## config.mk

```make
export PLATFORM = sky130hd
export DESIGN_NAME = bscan_io_chain
export DESIGN_NICKNAME = d
export VERILOG_FILES = /design/src/rtl/bscan_pkg.sv /design/src/rtl/bscan_rst_sync.sv /design/src/rtl/bscan_stage_io.sv /design/src/rtl/bscan_stage_in.sv /design/src/rtl/bscan_update_io.sv /design/src/rtl/bscan_io_chain.sv
export SDC_FILE = /design/constraint.sdc
export NUM_CORES = 1
export LEC_CHECK = 0
export BUFFER_PORTS_ARGS = -buffer_cell sky130_fd_sc_hd__buf_2
export CAP_MARGIN = 0
export CORE_UTILIZATION = 50
export CTS_BUF_LIST = sky130_fd_sc_hd__clkbuf_8 sky130_fd_sc_hd__clkbuf_16
export DETAILED_ROUTE_END_ITERATION = 8
export PLACE_DENSITY_LB_ADDON = 0.3
export SYNTH_ARGS = -nofsm -noshare
export SYNTH_HDL_FRONTEND = slang
export SYNTH_SLANG_ARGS = --single-unit
```

## constraint.sdc

```tcl
create_clock -name tck -period 1.4 [get_ports tck]
set_clock_uncertainty 0.05 [all_clocks]
set_input_delay 0.07 -clock tck [delete_from_list [all_inputs] [get_ports tck]]
set_output_delay 0.07 -clock tck [all_outputs]
set_load 0.01 [all_outputs]
```

## src/rtl/bscan_pkg.sv

```systemverilog
package bscan_pkg;
  // Serial stages of a full I/O cell, in chain order from the cell's input.
  typedef struct packed {
    logic oe;
    logic dout;
    logic pin;
  } io_stage_t;

  // Update stages of a full I/O cell.
  typedef struct packed {
    logic oe;
    logic dout;
  } io_upd_t;
endpackage

```

## src/rtl/bscan_rst_sync.sv

```systemverilog
module bscan_rst_sync #(
  parameter int STAGES = 2
) (
  input  logic clk,
  input  logic rst_ni,
  output logic rst_no
);
  logic [STAGES-1:0] sync_q;
  logic [STAGES-1:0] sync_d;

  always_comb begin
    sync_d = {sync_q[STAGES-2:0], 1'b1};
  end

  always_ff @(posedge clk or negedge rst_ni) begin
    if (!rst_ni) sync_q <= '0;
    else         sync_q <= sync_d;
  end

  assign rst_no = sync_q[STAGES-1];
endmodule

```

## src/rtl/bscan_stage_io.sv

```systemverilog
module bscan_stage_io
  import bscan_pkg::*;
(
  input  logic      tck,
  input  logic      rst_n,
  input  logic      cap_en,
  input  logic      shf_en,
  input  logic      ser_in,
  input  io_stage_t par,
  output io_stage_t q,
  output logic      ser_out
);
  io_stage_t q_r;
  io_stage_t q_nxt;
  logic      ld_en;

  always_comb begin
    ld_en = cap_en | shf_en;
    q_nxt = q_r;
    if (cap_en) begin
      q_nxt = par;
    end else if (shf_en) begin
      q_nxt.oe   = ser_in;
      q_nxt.dout = q_r.oe;
      q_nxt.pin  = q_r.dout;
    end
  end

  always_ff @(posedge tck or negedge rst_n) begin
    if (!rst_n)     q_r <= '0;
    else if (ld_en) q_r <= q_nxt;
  end

  assign q       = q_r;
  assign ser_out = q_r.pin;

  // capture loads the live values, ahead of shift
  p_capture_r3: assert property (@(posedge tck) disable iff (!rst_n)
    cap_en |=> q_r == $past(par));
  // shift moves every stage one step along the chain
  p_shift_r4: assert property (@(posedge tck) disable iff (!rst_n)
    (shf_en && !cap_en) |=> (q_r.oe == $past(ser_in)) && (q_r.dout == $past(q_r.oe))
                            && (q_r.pin == $past(q_r.dout)));
  // idle cycles keep the chain
  p_hold_r5: assert property (@(posedge tck) disable iff (!rst_n)
    (!shf_en && !cap_en) |=> $stable(q_r));
endmodule

```

## src/rtl/bscan_stage_in.sv

```systemverilog
module bscan_stage_in (
  input  logic tck,
  input  logic rst_n,
  input  logic cap_en,
  input  logic shf_en,
  input  logic ser_in,
  input  logic par_pin,
  output logic ser_out
);
  logic pin_r;
  logic pin_nxt;
  logic ld_en;

  always_comb begin
    ld_en   = cap_en | shf_en;
    pin_nxt = cap_en ? par_pin : ser_in;
  end

  always_ff @(posedge tck or negedge rst_n) begin
    if (!rst_n)     pin_r <= 1'b0;
    else if (ld_en) pin_r <= pin_nxt;
  end

  assign ser_out = pin_r;

  // the single stage captures the pin or takes the serial bit
  p_in_stage_r9: assert property (@(posedge tck) disable iff (!rst_n)
    ld_en |=> pin_r == ($past(cap_en) ? $past(par_pin) : $past(ser_in)));
endmodule

```

## src/rtl/bscan_update_io.sv

```systemverilog
module bscan_update_io
  import bscan_pkg::*;
(
  input  logic    tck,
  input  logic    rst_n,
  input  logic    upd_en,
  input  io_upd_t d,
  output io_upd_t q
);
  io_upd_t q_r;

  always_ff @(negedge tck or negedge rst_n) begin
    if (!rst_n)      q_r <= '0;
    else if (upd_en) q_r <= d;
  end

  assign q = q_r;

  // update loads on the falling edge
  p_update_r6: assert property (@(negedge tck) disable iff (!rst_n)
    upd_en |=> q_r == $past(d));
  // without update the driven values stay put
  p_keep_r7: assert property (@(negedge tck) disable iff (!rst_n)
    !upd_en |=> $stable(q_r));
endmodule

```

## src/rtl/bscan_io_chain.sv

```systemverilog
module bscan_io_chain
  import bscan_pkg::*;
#(
  parameter int                   NUM_CELLS = 8,
  parameter logic [NUM_CELLS-1:0] IN_ONLY   = '0,
  parameter int                   SYNC_LEN  = 2
) (
  input  logic                 tck,
  input  logic                 rst_ni,
  input  logic                 capture_dr,
  input  logic                 shift_dr,
  input  logic                 update_dr,
  input  logic                 test_mode,
  input  logic                 tdi,
  input  logic [NUM_CELLS-1:0] core_dout,
  input  logic [NUM_CELLS-1:0] core_oe,
  input  logic [NUM_CELLS-1:0] pin_in,
  output logic [NUM_CELLS-1:0] pin_dout,
  output logic [NUM_CELLS-1:0] pin_oe,
  output logic [NUM_CELLS-1:0] core_din,
  output logic                 tdo
);
  localparam int LINKS = NUM_CELLS + 1;

  logic             rst_n;
  logic [LINKS-1:0] link;

  bscan_rst_sync #(.STAGES(SYNC_LEN)) u_rst (
    .clk    (tck),
    .rst_ni (rst_ni),
    .rst_no (rst_n)
  );

  assign link[0]  = tdi;
  assign core_din = pin_in;

  for (genvar c = 0; c < NUM_CELLS; c++) begin : g_cell
    if (IN_ONLY[c]) begin : g_in
      bscan_stage_in u_stage (
        .tck     (tck),
        .rst_n   (rst_n),
        .cap_en  (capture_dr),
        .shf_en  (shift_dr),
        .ser_in  (link[c]),
        .par_pin (pin_in[c]),
        .ser_out (link[c+1])
      );
      assign pin_dout[c] = 1'b0;
      assign pin_oe[c]   = 1'b0;
    end else begin : g_io
      io_stage_t par;
      io_stage_t sq;
      io_upd_t   ud;
      io_upd_t   uq;

      always_comb begin
        par.oe   = core_oe[c];
        par.dout = core_dout[c];
        par.pin  = pin_in[c];
        ud.oe    = sq.oe;
        ud.dout  = sq.dout;
      end

      bscan_stage_io u_stage (
        .tck     (tck),
        .rst_n   (rst_n),
        .cap_en  (capture_dr),
        .shf_en  (shift_dr),
        .ser_in  (link[c]),
        .par     (par),
        .q       (sq),
        .ser_out (link[c+1])
      );

      bscan_update_io u_upd (
        .tck    (tck),
        .rst_n  (rst_n),
        .upd_en (update_dr),
        .d      (ud),
        .q      (uq)
      );

      always_comb begin
        pin_dout[c] = test_mode ? uq.dout : core_dout[c];
        pin_oe[c]   = test_mode ? uq.oe   : core_oe[c];
      end
    end
  end

  assign tdo = link[NUM_CELLS];

  // tdo is registered and holds across idle cycles
  p_tdo_hold_r5: assert property (@(posedge tck) disable iff (!rst_n)
    (!capture_dr && !shift_dr) |=> $stable(tdo));
  // pin levels reach the core in every mode
  p_core_din_r10: assert property (@(posedge tck) disable iff (!rst_n)
    core_din == pin_in);
endmodule

```

==> run metrics <==
Die Wd 67.4 um; layout cells sized above 1 51.5%; largest net degree at the start of global routing 33; die area 0.00454 mm2; Worst setup EP type primary output; DR WL/cell 14.9 um; port buffer count 55; VDD IR max 0.00105 V; Slew Limit Fails 0; Num CTS Buffers 5; synthesized flop and latch total 42; initial core utilization 52.7%; Worst Slack Setup Final -0.470 ns; non-filler instance count after layout 341; final RePlAce weighted congestion 0.722; clk_lat worst skew 0.29 ns; Core Box Area 0.00406 mm2; Static Leak 1.71 nW; dpl hpwl 2800 um; synthesized cell area 0.00214 mm2; status finished, violations left; synthesized netlist cell count 167; failing checks negative setup slack; dpl cell area 0.00258 mm2; placed cells 281; Max Cap Viol 0; Residual DRC 0; DR vias 1678; Setup crit start kind flip-flop; Yosys top cell area share 30.4%; Finished Cell Area 0.00325 mm2; critical path endpoint pin_dout[0]; sequential share of the synthesized area 49.1%; clock slew at reported path FFs 0.08 ns; Netlist cell types 14; ANT cells 0; Rows 23; Power Density 1050 mW/mm2; first-pass GRT wire length 7920 um; syn_nets 198; I/O pin count 56; Worst Path Max Fanout 2; total power 0.00340 W; reg2reg start g_cell[3].g_io.u_stage.q[2]$_DFFE_PN0P_; Hold WC Path Type input port to async pin; Routed Antenna Nets 0; area added between synthesis and finish 52.1%; slack of the worst reg-to-reg path -0.17 ns; Crit Path Class flip-flop to primary output; CTS Buffer Depth 2; initial antenna violation count 0; GRT Residual Overflow 0; Worst EP required 1.28 ns; height of the die 67.4 um; Routed WL 5090 um; CTS sink count 42; TritonRoute pass-1 iters 4; Avg Vias per Cell 4.92; RSZ-0062 raised after global routing true; synth top area cells dfrtp_1, dfrtn_1, mux2_4; Initial DRC Count 53; CTS tree built; Worst R2R End g_cell[3].g_io.u_upd.q[1]$_DFFE_NN0P_; Clock H-tree levels 2; Hold Vio Cnt, Final 0; net count reported at finish 321; Mean Syn Cell Area 12.8 um2; Register-to-Register Path Depth 1; GRT Overall Usage 24.2%; Setup crit start g_cell[0].g_io.u_upd.q[0]$_DFFE_NN0P_; CTS Root Buffer Type clkbuf_8; vias in the first global route 1711; worst path arrival time 1.75 ns; setup tns final -9.49 ns; area leader, netlist dfrtp_1; Setup violations, final 32; YS warnings 0
## critical path, cell delays in order (launching register included)
cell and delay [ns]:
dfrtn_1 0.37, mux2_4 0.27, buf_6 0.12
## per-layer routing
layer / GRT usage [%] / up-vias / share of wire (%)
li1: - / 816 / -
met1: 30.7 / 822 / 44
met2: 41.6 / 34 / 52
met3: 4.73 / 6 / 2.9
met4: 7.18 / 0 / 1.0
met5: 0 / - / 0
## Yosys cell counts
library cell / instances
dfrtp_1: 26
mux2i_1: 24
nand2_1: 24
mux2_4: 20
o21ai_1: 20
dfrtn_1: 16
mux2_2: 12
buf_4: 9
buf_12: 4
o21ai_0: 4
buf_6: 3
buf_2: 2
clkbuf_1: 2
conb_1: 1
## stage by stage
step | utilization [%] | hold WS, ns | worst slack (ns)
3_5_place_dp | 63.7 | -0.193 | -0.209
5_1_grt | 80.2 | 0.0664 | -0.501
6_report | 80.2 | 0.0684 | -0.470
3_3_place_gp | 63.7 | -0.193 | -0.196
4_1_cts | 78.2 | 0.0272 | -0.468
2_1_floorplan | - | -0.276 | -0.122
## cells by family (layout without fill, tap and decap cells)
| family | after synthesis | in the layout | share of synthesized area, % |
|---|---|---|---|
| AND/OR/NAND/NOR | 24 | 24 | 4.21 |
| flip-flops | 42 | 42 | 49.1 |
| other | 1 | 1 | 0.175 |
| buffers and inverters | 20 | 144 | 9.30 |
| AO/OA/AOI/OAI | 24 | 24 | 5.61 |
| multiplexers | 56 | 56 | 31.6 |
## report_power, final
group | internal [W] | switching [W] | leakage, nW
Combinational | 0.000674 | 0.000347 | 1.14
Clock | 0.000519 | 0.000398 | 0.0607
Sequential | 0.00136 | 0.000100 | 0.509
## cells in the final DEF, fill, tap and decap left out, drive strengths merged
cell	n
nand2	24
dlygate4sd3	25
mux2	32
clkbuf	5
mux2i	24
dfrtp	26
o21ai	24
dfrtn	16
conb	1
inv	2
bufinv	1
buf	111
## worst min path at each step
| stage | depth (start not counted) | slack, ns | endpoint | start |
|---|---|---|---|---|
| after floorplan | 0 | -0.28 | u_rst.sync_q[0]$_DFF_PN0_ | rst_ni |
| after global placement | 1 | -0.19 | u_rst.sync_q[0]$_DFF_PN0_ | rst_ni |
| after detailed placement | 1 | -0.19 | u_rst.sync_q[0]$_DFF_PN0_ | rst_ni |
| after CTS | 2 | 0.03 | u_rst.sync_q[1]$_DFF_PN0_ | rst_ni |
| after global routing | 2 | 0.07 | u_rst.sync_q[1]$_DFF_PN0_ | rst_ni |
| final | 2 | 0.07 | u_rst.sync_q[1]$_DFF_PN0_ | rst_ni |
## cell type report
type                            count  area (um2)
Fill cell                         236         803
Multi-Input combinational cell    105         935
Timing Repair Buffer              136        1100
Tap cell                           50        62.6
Sequential cell                    42        1050
Clock inverter                      3        37.5
Clock buffer                        5        68.8
## state kept, by name, summed over array words and instances (netlist names)
name and count:
g_cell.g_io.u_stage.q 16, g_cell.g_io.u_upd.q 16, g_cell.g_io.u_stage.ser_out 8, u_rst.sync_q 2
## repair_timing
item	in CTS	in global routing
buffers inserted	16	11
hold endpoints to repair	26	0
gates resized for setup	19	0
setup endpoints to repair	32	32
hold buffers	25	0
(Power assumes the default switching activity.)
